`src/rtl/shiftadd_mul_pkg.sv`:
```
package shiftadd_mul_pkg;
  typedef enum logic {
    MS_IDLE = 1'b0,
    MS_RUN  = 1'b1
  } mul_state_t;
endpackage

```
`src/rtl/shiftadd_mul_ctrl.sv`:
```
module shiftadd_mul_ctrl
  import shiftadd_mul_pkg::*;
#(
  parameter int WIDTH = 32
) (
  input  logic clk,
  input  logic rst,
  input  logic start_i,
  output logic load_o,
  output logic step_o,
  output logic busy_o,
  output logic done_o
);
  localparam int CW = (WIDTH > 1) ? $clog2(WIDTH) : 1;
  localparam logic [CW-1:0] LAST = CW'(WIDTH - 1);

  mul_state_t    state_q;
  logic [CW-1:0] cnt_q;
  logic          done_q;

  assign busy_o = (state_q == MS_RUN);
  assign step_o = busy_o;
  assign load_o = start_i && !busy_o;
  assign done_o = done_q;

  always_ff @(posedge clk) begin
    if (rst) begin
      state_q <= MS_IDLE;
      cnt_q   <= '0;
      done_q  <= 1'b0;
    end else begin
      done_q <= 1'b0;
      case (state_q)
        MS_IDLE: begin
          if (start_i) begin
            state_q <= MS_RUN;
            cnt_q   <= '0;
          end
        end
        MS_RUN: begin
          if (cnt_q == LAST) begin
            state_q <= MS_IDLE;
            done_q  <= 1'b1;
          end else begin
            cnt_q <= cnt_q + 1'b1;
          end
        end
        default: state_q <= MS_IDLE;
      endcase
    end
  end
endmodule

```
`src/rtl/shiftadd_mul_dp.sv`:
```
module shiftadd_mul_dp #(
  parameter int WIDTH = 32
) (
  input  logic             clk,
  input  logic             rst,
  input  logic             load_i,
  input  logic             step_i,
  input  logic [WIDTH-1:0] mcand_i,
  input  logic [WIDTH-1:0] mplier_i,
  output logic [WIDTH-1:0] hi_o,
  output logic [WIDTH-1:0] lo_o
);
  localparam int PW = 2 * WIDTH;

  logic [PW-1:0]    acc_q;
  logic [WIDTH-1:0] mcand_q;
  logic [WIDTH:0]   sum;
  logic [WIDTH-1:0] addend;

  assign addend = acc_q[0] ? mcand_q : '0;
  assign sum    = {1'b0, acc_q[PW-1:WIDTH]} + {1'b0, addend};

  always_ff @(posedge clk) begin
    if (rst) begin
      acc_q   <= '0;
      mcand_q <= '0;
    end else if (load_i) begin
      acc_q   <= {{WIDTH{1'b0}}, mplier_i};
      mcand_q <= mcand_i;
    end else if (step_i) begin
      acc_q <= {sum, acc_q[WIDTH-1:1]};
    end
  end

  assign hi_o = acc_q[PW-1:WIDTH];
  assign lo_o = acc_q[WIDTH-1:0];
endmodule

```
`src/rtl/shiftadd_mul.sv`:
```
module shiftadd_mul #(
  parameter int WIDTH = 32
) (
  input  logic             clk,
  input  logic             rst,
  input  logic             start_i,
  input  logic [WIDTH-1:0] mcand_i,
  input  logic [WIDTH-1:0] mplier_i,
  output logic             busy_o,
  output logic             done_o,
  output logic [WIDTH-1:0] hi_o,
  output logic [WIDTH-1:0] lo_o
);
  logic load;
  logic step;

  shiftadd_mul_ctrl #(.WIDTH(WIDTH)) u_ctrl (
    .clk     (clk),
    .rst     (rst),
    .start_i (start_i),
    .load_o  (load),
    .step_o  (step),
    .busy_o  (busy_o),
    .done_o  (done_o)
  );

  shiftadd_mul_dp #(.WIDTH(WIDTH)) u_dp (
    .clk      (clk),
    .rst      (rst),
    .load_i   (load),
    .step_i   (step),
    .mcand_i  (mcand_i),
    .mplier_i (mplier_i),
    .hi_o     (hi_o),
    .lo_o     (lo_o)
  );
endmodule

```
`config.mk`:
```
export PLATFORM = sky130hd
export DESIGN_NAME = shiftadd_mul
export DESIGN_NICKNAME = d
export VERILOG_FILES = /design/src/rtl/shiftadd_mul_pkg.sv /design/src/rtl/shiftadd_mul_ctrl.sv /design/src/rtl/shiftadd_mul_dp.sv /design/src/rtl/shiftadd_mul.sv
export SDC_FILE = /design/constraint.sdc
export NUM_CORES = 1
export LEC_CHECK = 0
export BUFFER_PORTS_ARGS = -buffer_cell sky130_fd_sc_hd__buf_2
export CORE_MARGIN = 2
export CORE_UTILIZATION = 35
export CTS_CLUSTER_DIAMETER = 120
export CTS_CLUSTER_SIZE = 30
export DETAILED_ROUTE_END_ITERATION = 16
export GPL_TIMING_DRIVEN = 0
export PLACE_DENSITY_LB_ADDON = 0.15
export RECOVER_POWER = 25
export SLEW_MARGIN = 15
export SYNTH_ARGS = -nofsm -noshare
export SYNTH_HDL_FRONTEND = slang
export SYNTH_SLANG_ARGS = --single-unit
```
`constraint.sdc`:
```
create_clock -name clk -period 3.75 [get_ports clk]
set_input_delay 0.75 -clock clk [delete_from_list [all_inputs] [get_ports clk]]
set_output_delay 0.75 -clock clk [all_outputs]
set_load 0.03 [all_outputs]
```
Word-level counts from Yosys, hierarchy flattened
Cells that the tools add are included.
{"block": "totals", "regBits": 103, "input_bits": 67, "output_inout_bits": 66, "elab_cells": 28}
{"block": "op_classes", "addsub": 2, "n_eq_ne": 3, "mux": 10, "bitwise": 1, "n_reduce_logical": 6}
{"cell": "32-bit 2-to-1 mux", "count": 3}
{"cell": "32-bit by 32-bit adder with 33-bit output", "count": 1}
{"cell": "5-bit 2-to-1 mux", "count": 2}
{"cell": "5-bit case mux with 2 select lines", "count": 1}
{"cell": "5-bit by 1-bit adder with 5-bit output (second input constant)", "count": 1}
{"cell": "5-bit equality test (second input constant)", "count": 1}
{"cell": "2-bit inequality test (second input constant)", "count": 2}
{"cell": "2-bit OR reduction", "count": 2}
{"cell": "1-bit 2-to-1 mux", "count": 3}
{"cell": "1-bit case mux with 2 select lines", "count": 1}
{"cell": "2-bit AND reduction", "count": 1}
{"cell": "2-bit nonzero test", "count": 1}
{"cell": "1-bit logical AND", "count": 1}
{"cell": "1-bit zero test", "count": 1}
{"cell": "1-bit NOT", "count": 1}

Logic depth before layout (Yosys ltp)
{"block": "logic_depth", "ltp_word": 4, "mapped_depth": 12, "ltp_nobuf": 10}

Cells and area by module
Synthesis repeated with hierarchy kept, for this count alone.
{"block": "unflattened", "cells_unflattened": 683, "hier_area_um2": 5871.9}
{"module": "shiftadd_mul_dp", "n_inst": 1, "cells_per_inst": 645, "area_per_inst_um2": 5525.3, "seq_area_each_um2": 1921.8}
{"module": "shiftadd_mul_ctrl", "n_inst": 1, "cells_per_inst": 38, "area_per_inst_um2": 346.6, "seq_area_each_um2": 140.1}

Worst setup path after synthesis
Ideal clock, no wire load.
{"block": "synth_timing", "path_kind": "register -> register", "from": "register u_dp.acc_q[0]", "to": "register u_dp.acc_q[59]", "setup_ns": 0.127, "t_arrival_ns": 2.832, "required_ns": 3.623, "path_slack_ns": 0.791, "path_stages_with_launch": 12, "n_path_buf": 1, "period_less_slack_ns": 2.959, "cell_sequence": "dfxtp_1 -> clkbuf_1 -> and2_1 -> ha_1 -> fa_1 -> a211oi_1 -> o21a_1 -> o21a_4 -> o221ai_4 -> a31oi_1 -> nor4_1 -> or3_1"}
{"block": "synth_between", "elab_chain_len": 2}
{"element": "from (decl)", "line": "shiftadd_mul_dp.sv:15", "text": "logic [PW-1:0] acc_q;"}
{"element": "from (signal assigned)", "line": "shiftadd_mul_dp.sv:28", "text": "acc_q <= {{WIDTH{1'b0}}, mplier_i};"}
{"element": "from (signal assigned)", "line": "shiftadd_mul_dp.sv:31", "text": "acc_q <= {sum, acc_q[WIDTH-1:1]};"}
{"element": "32-bit 2-to-1 mux", "line": "shiftadd_mul_dp.sv:20", "text": "assign addend = acc_q[0] ? mcand_q : '0;"}
{"element": "32-bit by 32-bit adder with 33-bit output", "line": "shiftadd_mul_dp.sv:21", "text": "assign sum = {1'b0, acc_q[PW-1:WIDTH]} + {1'b0, addend};"}
Every way passes these cells.
A chain may end at the register's enable or synchronous reset.

Worst setup path in the final report
{"block": "layout_timing", "from": "register u_dp.acc_q[0]", "to": "register u_dp.acc_q[61]"}
Same word-level chain as after synthesis.

==> impl_metrics.ini <==
[routing]
wl_per_cell_um = 15.0
num_vias = 5667
firstDrtPassIters = 6
routed_wirelength_mm = 17.0
drt_iter0_drc = 322
viasPerCell = 4.99
antenna_left = 0
drcViolationCount = 0

[sta]
setup_tns_ns = 0
fmaxAchievable_mhz = 298
rsz0062_at_grt = no
worstMarginPinSlew_ns = 0.689
setup_viol = 0
skew_ns = 0.0118
fin_crit_sh_pct = 89.6
slew_headroom_pct = 53.9
fin_crit_ns = 3.36
hold_violations = 0
slew_viol_final = 0

[logic_synthesis]
netlist-cell-type-count = 55
avgSynthCellArea_um2 = 7.81
synth_nets = 870
synthFlopType = dfxtp_1
synth_area_leader_cell = dfxtp_1
synth_area_mm2 = 0.00600
synthTopCellsByArea = dfxtp_1 (34%), a21oi_1 (9.3%), mux2i_1 (8.0%), ha_1 (7.1%), nor2_1 (6.8%)
async_flop_share_pct = 0
ys_ff_latch = 103
yosysTopAreaCellShare_pct = 34.4
yosysMostFrequentCell = a21oi_1
ys_warn_count = 0
syn_inst = 768
ys_seq_area_share_pct = 34.4
synth_common_cells = a21oi_1 (112), nor2_1 (108), nand2_1 (106)
synth_edf_count = 0

[cts]
htreeDepth = 3
clk_transition_reported_paths_ns = 0.07
cts_tree = done
clock_path_buffers = 2
clock_tree.root_cell = clkbuf_16
cts_inserted_buffers = 9
clock-sinks = 103
postCtsSetupBuffers = 0
cts.repair.resized = 0
insertion_delay_ns = 0.36
cts_hold_buf = 0

[global_route]
grt_overflow = 0
grt_util_all_layers_pct = 18.6
grt_pass1_wl_mm = 26.9
antenna_found_initial = 0
grt_pass1_vias = 5293
grt_max_degree = 20

[floorplanning]
die_x_um = 135
fp.coreArea_mm2 = 0.0166
dieArea_mm2 = 0.0182
rows = 47
start_util_pct = 36.0
io_pins = 133
fp.dieH_um = 135

[place]
place_congestion = 0.858
port_buffers = 132
dp_hpwl_mm = 12.9

[worst_setup_path]
crit_buf_inv = 1
r2r_end = u_dp.acc_q[61]
worstPathRequired_ns = 4.00
path_max_fanout = 10
r2r-start = u_dp.acc_q[0]
crit_chain = clkbuf_1 > and2_1 > ha_1 > fa_1 > a211oi_1 > o21ai_0 > a21oi_1 > o21ai_2 > a21oi_1 > nor4b_1 > a211o_1
crit_family = compound AO/OA/AOI/OAI gates
path_common_cell = a21oi_1
reg2regPathDepth = 11
critPathArrivalTime_ns = 3.61
crit_type = register to register
crit_end = u_dp.acc_q[61]
slowest_stage = fa_1
cp.depth = 11
r2r_setup_slack_ns = 0.39
end_kind = register
startpoint = u_dp.acc_q[0]
slowest_delay_ns = 0.44
startpoint_type = register

[cells_and_area]
syn2layout_area_growth_pct = 19.6
drive_above_1_share_pct = 14.3
fin_nets = 1013
antennaDiodeCount = 0
fin_util_pct = 43.1

[power]
powerDensity_mw_per_mm2 = 344
p_int_mw = 1.73
switching_share_pct = 29.7
power.share.clock_pct = 37.5
ir_drop_v = 0.000212
pwr-share-comb_pct = 14.7
switching_power_mw = 0.732
p_seq_share_pct = 47.8
power.leakage_nw = 3.13

[job]
cap_violations = 0

[min_path]
hp-start = u_dp.mcand_q[30]
hold_class = register to register

[outcome]
status = finished clean
==> worst min-delay path by stage <==
stage                             to  cells after the start
global placement    u_dp.mcand_q[27]                      2
global route         u_dp.mcand_q[0]                      2
floorplan            u_dp.mcand_q[0]                      2
detailed placement  u_dp.mcand_q[30]                      2
CTS                 u_dp.mcand_q[30]                      2
finish              u_dp.mcand_q[30]                      2
==> flip-flops by register name, summed over array words and instances (netlist names) <==
name,flops
u_dp.acc_q,64
u_dp.mcand_q,32
u_ctrl.cnt_q,5
u_ctrl.busy_o,1
u_ctrl.done_o,1
==> layout by cell type (no fill, tap or decap), drive strengths merged, types with 4 or more instances in the layout <==
cell / netlist / final
and2: 35 / 35
xnor2: 13 / 13
buf: 9 / 102
mux2i: 48 / 48
nor2b: 5 / 5
inv: 2 / 6
nand4: 8 / 8
o21bai: 4 / 4
nand2b: 5 / 5
xor2: 11 / 11
a21oi: 112 / 112
o21a: 8 / 8
a31oi: 4 / 4
o211ai: 5 / 5
nand3: 9 / 9
or3: 5 / 5
dfxtp: 103 / 103
and3: 5 / 5
o21ai: 35 / 35
nand2: 106 / 106
a21o: 6 / 6
nor2: 108 / 108
a211oi: 4 / 4
ha: 34 / 34
nor3b: 6 / 6
clkbuf: 39 / 87
==> layout make-up <==
class	instances	area, µm²
Buffer	48	189
Clock buffer	9	225
Clock inverter	7	62.6
Fill cell	1787	9470
Inverter	2	7.51
Multi-Input combinational cell	615	3740
Sequential cell	103	2060
Tap cell	220	275
Timing Repair Buffer	132	612
==> power by group through the flow <==
stage | clock, mW | sequential [mW] | combinational (mW)
2_1_floorplan | 0 | 1.25 | 0.191
3_3_place_gp | 0 | 1.20 | 0.369
3_5_place_dp | 0 | 1.20 | 0.371
4_1_cts | 0.958 | 1.18 | 0.372
5_1_grt | 0.990 | 1.18 | 0.404
6_report | 0.923 | 1.18 | 0.363
==> worst register-to-register path, cell delays in order, from the launching register on <==
cell and delay (ns):
dfxtp_1 0.41, clkbuf_1 0.23, and2_1 0.20, ha_1 0.20, fa_1 0.44, a211oi_1 0.38
o21ai_0 0.18, a21oi_1 0.41, o21ai_2 0.14, a21oi_1 0.29, nor4b_1 0.10, a211o_1 0.28
==> logic make-up after synthesis <==
family / Yosys count / share of synthesized area [%]
XOR/XNOR: 24 / 3.51
buffers and inverters: 50 / 3.28
AO/OA/AOI/OAI: 200 / 19.9
adder cells (fa/ha/maj): 35 / 7.43
multiplexers: 50 / 8.39
AND/OR/NAND/NOR: 306 / 23.1
flip-flops: 103 / 34.4
==> metrics by stage <==
stage | setup slack (ns) | instances | hold slack, ns | power [mW] | instance area, µm²
2_1_floorplan | 0.791 | 768 | 0.432 | 1.44 | 6000
3_3_place_gp | 0.422 | 1120 | 0.438 | 1.57 | 6930
3_5_place_dp | 0.418 | 1120 | 0.443 | 1.57 | 6930
4_1_cts | 0.383 | 1136 | 0.454 | 2.51 | 7220
5_1_grt | 0.172 | 1136 | 0.470 | 2.58 | 7170
6_report | 0.390 | 1136 | 0.449 | 2.46 | 7170
==> per-layer routing <==
| layer | wire (µm) | global-route usage (%) |
|---|---|---|
| met2 | 7660 | 30.3 |
| met5 | 0 | 0 |
| met1 | 8170 | 24.9 |
| met3 | 931 | 3.49 |
| met4 | 225 | 5.67 |
No activity file was read; power rests on OpenSTA's default activity.
